$ cat src/rtl/lin_sync_meter.sv
module lin_sync_meter #(
  parameter int TW          = 16,
  parameter int SYNC_STAGES = 2
) (
  input  logic          clk,
  input  logic          rst_n,
  input  logic          rx_in,
  input  logic          brk_seen,
  input  logic [TW-1:0] stamp,
  input  logic          clr_first,
  input  logic          clr_fifth,
  output logic          first_evt,
  output logic          fifth_evt,
  output logic [TW-1:0] t_first,
  output logic [TW-1:0] t_fifth,
  output logic [TW-4:0] bit_period,
  output logic          period_vld
);
  localparam int SHIFT = 3;
  localparam int LAST  = 4;

  logic [SYNC_STAGES-1:0] sync_q;
  logic                   rx_s, rx_prev, fall;
  logic                   armed;
  logic [2:0]             edge_cnt;
  logic                   hit, is_first, is_last;
  logic [TW-1:0]          span;

  generate
    if (SYNC_STAGES == 1) begin : g_sync1
      always_ff @(posedge clk or negedge rst_n)
        if (!rst_n) sync_q <= '1;
        else        sync_q <= rx_in;
    end else begin : g_syncn
      always_ff @(posedge clk or negedge rst_n)
        if (!rst_n) sync_q <= '1;
        else        sync_q <= {sync_q[SYNC_STAGES-2:0], rx_in};
    end
  endgenerate

  assign rx_s     = sync_q[SYNC_STAGES-1];
  assign fall     = rx_prev & ~rx_s;
  assign hit      = armed & fall & ~brk_seen;
  assign is_first = hit && (edge_cnt == 3'd0);
  assign is_last  = hit && (edge_cnt == 3'(LAST));
  assign span     = stamp - t_first;

  always_ff @(posedge clk or negedge rst_n) begin
    if (!rst_n) begin
      rx_prev    <= 1'b1;
      armed      <= 1'b0;
      edge_cnt   <= '0;
      t_first    <= '0;
      t_fifth    <= '0;
      bit_period <= '0;
      period_vld <= 1'b0;
      first_evt  <= 1'b0;
      fifth_evt  <= 1'b0;
    end else begin
      rx_prev    <= rx_s;
      period_vld <= is_last;
      if (brk_seen) begin
        armed    <= 1'b1;
        edge_cnt <= '0;
      end else if (hit) begin
        edge_cnt <= edge_cnt + 3'd1;
        if (is_last) armed <= 1'b0;
      end
      if (is_first) t_first <= stamp;
      if (is_last) begin
        t_fifth    <= stamp;
        bit_period <= span[TW-1:SHIFT];
      end
      first_evt <= is_first | (first_evt & ~clr_first);
      fifth_evt <= is_last  | (fifth_evt & ~clr_fifth);
    end
  end
endmodule


$ cat config.mk
export PLATFORM = sky130hd
export DESIGN_NAME = lin_sync_meter
export DESIGN_NICKNAME = d
export VERILOG_FILES = /design/src/rtl/lin_sync_meter.sv
export SDC_FILE = /design/constraint.sdc
export NUM_CORES = 1
export LEC_CHECK = 0
export ABC_AREA = 1
export CAP_MARGIN = 0
export CORE_MARGIN = 5
export CORE_UTILIZATION = 51
export DETAILED_ROUTE_END_ITERATION = 8
export PLACE_DENSITY = 0.88
export SETUP_SLACK_MARGIN = 0.3
export SLEW_MARGIN = 40
export SYNTH_ARGS = -nofsm -noshare
export SYNTH_HDL_FRONTEND = slang
export SYNTH_SLANG_ARGS = --single-unit
$ cat constraint.sdc
create_clock -name clk -period 1.63 [get_ports clk]
set_input_delay 0.4075 -clock clk [delete_from_list [all_inputs] [get_ports clk]]
set_output_delay 0.4075 -clock clk [all_outputs]
set_load 0.03 [all_outputs]
Word level (Yosys, flattened, before mapping)
Index checks and enable logic that the tools add are counted.
Widths: inputs -> output; s select.
Word-level totals
  output and inout port bits: 48
  memories: 0
  bits in latches: 0
  flip-flop bits (word level): 55
  RAM bits: 0
  ROM bits: 0
  bits of input ports: 22
  logic and storage cells: 35
Cells by class
  reductions and logical operators: 6
  shift-type cells: 0
  multiplexer cells: 5
  div/mod/pow operators: 0
  bitwise logic cells: 11
  $mul: 0
  equality and inequality tests: 1
  magnitude comparators: 0
  add/subtract/negate cells: 2
Operator list (number)
  $sub 16x16->16: 1
  $mux 3: 2
  $and 1x1->1: 5
  $not 1->1: 4
  $reduce_bool 2->1: 2
  $add 3x1->3 const B: 1
  $eq 3x3->1 const B: 1
  $logic_not 3->1: 1
  $mux 1: 3
  $logic_and 1x1->1: 2
  $or 1x1->1: 2
  $reduce_and 2->1: 1

Depth between registers and ports, before layout
  depth in word-level cells: 8
  mapped depth: 13

Worst setup path before layout
No wires, ideal clock.
  kind: flip-flop to flip-flop
  start point: reg t_first[10]
  end point: reg bit_period[9]
  slack: -0.006 ns
  buffers on the path: 0
  stages on the path, launching flop included: 11
  arrival time: 1.519 ns
  period minus slack after synthesis: 1.636 ns
  data required time: 1.513 ns
  cell sequence: dfrtp_1 -> inv_1 -> ha_1 -> nand2_1 -> inv_1 -> nand2_1 -> nand2_1 -> a21oi_1 -> nand3_1 -> nand3_1 -> nand2_1
On the way
  longest elaborated chain between the ends: 1
RTL lines
  from (decl): RTL line 14  | output logic [TW-1:0] t_first,
  from (signal assigned): RTL line 69  | if (is_first) t_first <= stamp;
  $sub 16x16->16: RTL line 46  | assign span = stamp - t_first;
  to (signal assigned): RTL line 72  | bit_period <= span[TW-1:SHIFT];
  to (decl): RTL line 16  | output logic [TW-4:0] bit_period,
Every way passes these cells.
A chain may end at the register's enable or synchronous reset.

Final worst setup path
  start point: reg t_first[14]
  end point: reg bit_period[12]
Same word-level chain as after synthesis.

==> impl_metrics.py <==
metrics = {
    "status": {
        "outcome": "complete, but fails checks",
        "violations_in_the_final_reports": "negative setup slack",
    },
    "synthesis": {
        "total_number_of_yosys_warnings": 0,
        "synth.cells.most_frequent": "sky130_fd_sc_hd__nand2_1, sky130_fd_sc_hd__inv_1, sky130_fd_sc_hd__dfrtp_1, sky130_fd_sc_hd__o21ai_2, sky130_fd_sc_hd__nand3_1",
        "synth_fp_nets": 443,
        "post_synth.cell_area_avg_um2": 7.720,
        "synthMostInstantiatedCell": "sky130_fd_sc_hd__nand2_1",
        "syn_inst": 405,
        "synth-seq-cells": 55,
        "dominantRegCellSynth": "sky130_fd_sc_hd__dfrtp_1",
        "synth_sequential_area_ratio": 0.4414,
        "synth_enable_flop_cells": 0,
        "synth_area_leaders": "sky130_fd_sc_hd__dfrtp_1, sky130_fd_sc_hd__nand2_1, sky130_fd_sc_hd__inv_1",
        "synth_cell_types": 21,
        "synth-async-reset-ratio": 1.000,
        "yosys.area.top_type": "sky130_fd_sc_hd__dfrtp_1",
        "netlist.area_leader.share": 0.4162,
        "netlist_area_mm2": 0.003127,
    },
    "clock_tree": {
        "cts_buffer_depth": 2,
        "cts_tree": "yes",
        "numCtsBuffers": 5,
        "hold_buffers": 0,
        "htree_levels": 2,
        "cts_sinks": 55,
        "clock_insertion_delay_worst_skew_ns": 0.32,
        "clk_pin_slew_ns": 0.10,
        "clock_tree_root_driver_cell": "sky130_fd_sc_hd__clkbuf_8",
    },
    "critical_path": {
        "worstPathCellList": "inv_2 > ha_4 > a21oi_1 > nand2_1 > a21oi_4 > nand3_1 > nand3_2 > nand2_1",
        "worst_ep_required_time_ns": 1.85,
        "worst_path_most_repeated_cell": "sky130_fd_sc_hd__nand2_1",
        "critical_path.startpoint_type": "flop",
        "arrival_time_of_data_at_the_critical_path_endpoint_ns": 1.98,
        "critPathMaxFanout": 3,
        "critical_path.endpoint_type": "flop",
        "path_class": "reg -> reg",
        "critPathSlowestCell": "sky130_fd_sc_hd__dfrtp_2",
        "max_stage_delay_ns": 0.44,
    },
    "pwr": {
        "swShare": 0.4231,
        "static-leakage-power_nw": 2.820,
        "power.net_switching_w": 0.002414,
        "worst_ir_drop_vdd_uv": 748.6,
        "internal_power_w": 0.003292,
        "finalPower_w": 0.005706,
        "power_frac_clock": 0.162,
        "powerDensity_mw_per_mm2": 1059,
        "power_frac_comb": 0.550,
        "seq_power_share": 0.288,
    },
    "global_route": {
        "antenna_found_initial": 0,
        "grt_use_total": 0.2515,
        "grt_max_degree": 56,
        "vias_in_the_first_global_route": 3282,
        "total_congestion_overflow_after_global_routing": 0,
        "grt_first_pass_wirelength_um": 15300,
    },
    "sta": {
        "setup_skew_ns": 0.009081,
        "period_needed_ns": 1.769,
        "totalNegativeSetupSlack_ns": -0.4007,
        "max_freq_mhz": 565.2,
        "worst_slew_margin_rel": 0.7863,
        "drv_slew": 0,
        "setup_repair_after_global_routing_missed_its_margin": "yes",
        "finalHoldViolations": 0,
        "finalSetupViolations": 6,
        "timing.final.ws_setup_ns": -0.1392,
        "layout_worst_path_cycle_share": 1.085,
        "worst_pin_slew_ns": 0.3193,
    },
    "die": {
        "rows": 28,
        "fp.coreArea_mm2": 0.005956,
        "die_y_um": 88.30,
        "die_width_um": 88.30,
        "die_area_mm2": 0.007797,
        "initial_core_util": 0.5250,
        "ports_placed_on_the_boundary": 70,
    },
    "route": {
        "detail_route.vias_per_cell": 5.809,
        "route.antenna.remaining_nets": 0,
        "first_pass_drt_iterations": 5,
        "wl_per_cell_um": 22.15,
        "route.final.wire_length_um": 13670,
        "detailroute.via_count": 3584,
        "drt_iter0_drc": 386,
        "drc": 0,
    },
    "layout": {
        "layout.area.seq_mm2": 0.001398,
        "fillers": 214,
        "area_occupied_by_multi_input_gates_mm2": 0.002127,
        "finalNonFillerCells": 617,
        "final_nets": 579,
        "n_antenna_cell": 0,
        "drive_above_1_share": 0.5886,
        "area_growth_syn_to_layout_pct": 72.39,
    },
    "placement": {
        "detailedPlace.worstSlack_ns": -0.4733,
        "hpwl_um": 6114,
        "place.detailed.instances": 564,
        "place_congestion": 0.9053,
        "port_buffers": 69,
    },
    "run": {
        "max-cap-violations": 0,
    },
    "worst_hold_path": {
        "hp-class": "in -> async",
    },
}
## power groups by stage
stage / combinational (W) / sequential, W / clock, W
2_1_floorplan: 0.000994 / 0.00188 / 0
3_3_place_gp: 0.00189 / 0.00164 / 0
3_5_place_dp: 0.00195 / 0.00165 / 0
4_1_cts: 0.00223 / 0.00161 / 0.000906
5_1_grt: 0.00326 / 0.00165 / 0.000971
6_report: 0.00314 / 0.00164 / 0.000925
## layout by cell type, fill, tap and decap left out, types with 4 or more instances in the layout
master,n
sky130_fd_sc_hd__xnor2_2,4
sky130_fd_sc_hd__nand2_2,42
sky130_fd_sc_hd__dfrtp_2,14
sky130_fd_sc_hd__buf_2,20
sky130_fd_sc_hd__nand2_4,40
sky130_fd_sc_hd__nand2_1,65
sky130_fd_sc_hd__clkbuf_8,5
sky130_fd_sc_hd__buf_12,6
sky130_fd_sc_hd__clkbuf_4,4
sky130_fd_sc_hd__dlygate4sd2_1,14
sky130_fd_sc_hd__buf_6,31
sky130_fd_sc_hd__nor2_1,4
sky130_fd_sc_hd__buf_4,49
sky130_fd_sc_hd__inv_2,21
sky130_fd_sc_hd__ha_4,15
sky130_fd_sc_hd__nand3_1,14
sky130_fd_sc_hd__o21ai_2,32
sky130_fd_sc_hd__clkdlybuf4s50_1,6
sky130_fd_sc_hd__dfrtp_1,38
sky130_fd_sc_hd__o21ai_1,7
sky130_fd_sc_hd__o21ai_0,4
sky130_fd_sc_hd__clkbuf_16,4
sky130_fd_sc_hd__a21oi_4,4
sky130_fd_sc_hd__a21oi_2,4
sky130_fd_sc_hd__inv_1,64
## repair_timing
action	4_1_cts	5_1_grt
pin swaps	36	30
gates cloned	2	6
resized for setup	333	185
endpoints found under the setup margin	95	79
endpoints found under the hold margin	0	0
buffers inserted	19	18
## metrics by stage
stage,hold slack (ns),cell area [um2],utilization
3_3_place_gp,0.3474,4264,0.7160
6_report,0.05721,5390,0.9050
2_1_floorplan,0.1119,3333,-
4_1_cts,0.09556,4579,0.7689
3_5_place_dp,0.3531,4264,0.7160
5_1_grt,0.08978,5390,0.9050
## worst max-delay path: cells and delay by family (launching register included)
family / cells / cell delay [ns]
flip-flops: 1 / 0.44
AO/OA/AOI/OAI: 2 / 0.45
buffers and inverters: 1 / 0.08
adder cells (fa/ha/maj): 1 / 0.22
AND/OR/NAND/NOR: 4 / 0.47
## sequential cells by signal, indices dropped and copies added, names as in the netlist
register / flops
t_first: 16
armed: 1
edge_cnt: 3
fifth_evt: 1
bit_period: 13
first_evt: 1
rx_prev: 1
sync_q: 2
period_vld: 1
t_fifth: 16
## routing by layer
metal | track usage | up-vias | routed length (um)
li1 | - | 1495 | -
met1 | 0.3010 | 1734 | 4863
met2 | 0.4541 | 272 | 6749
met3 | 0.04655 | 83 | 1244
met4 | 0.08242 | 0 | 811
met5 | 0 | - | 0
## worst paths after layout
check | end | slack, ns | depth (start not counted) | startpoint
max | bit_period[12]$_DFFE_PN0P_ | -0.14 | 8 | t_first[14]$_DFFE_PN0P_
min | t_fifth[2]$_DFFE_PN0P_ | 0.06 | 2 | rst_n
max reg2reg | bit_period[12]$_DFFE_PN0P_ | -0.14 | 8 | t_first[14]$_DFFE_PN0P_
min reg2reg | sync_q[1]$_DFF_PN1_ | 0.37 | 0 | sync_q[0]$_DFF_PN1_
max in group asynchronous | sync_q[0]$_DFF_PN1_ | 1.27 | 2 | rst_n
min in group clk | sync_q[1]$_DFF_PN1_ | 0.37 | 0 | sync_q[0]$_DFF_PN1_
## cell families (layout without fill, tap and decap cells)
| logic type | Yosys count | after routing | synth area share |
|---|---|---|---|
| adder cells (fa/ha/maj) | 16 | 16 | 0.06402 |
| AND/OR/NAND/NOR | 179 | 179 | 0.2353 |
| AO/OA/AOI/OAI | 53 | 53 | 0.1088 |
| XOR/XNOR | 6 | 6 | 0.01681 |
| buffers and inverters | 96 | 233 | 0.1337 |
| flip-flops | 55 | 55 | 0.4414 |
## final cells by class
type / instances / share of cell area
sequential: 55 / 0.2593
timing repair buffer: 137 / 0.2449
timing repair inverter: 1 / 0.001625
inverter: 87 / 0.06244
tap: 75 / 0.01741
multi-input combinational: 254 / 0.3946
clock buffer: 7 / 0.01416
clock inverter: 1 / 0.005571
No activity file was read; power rests on OpenSTA's default activity.
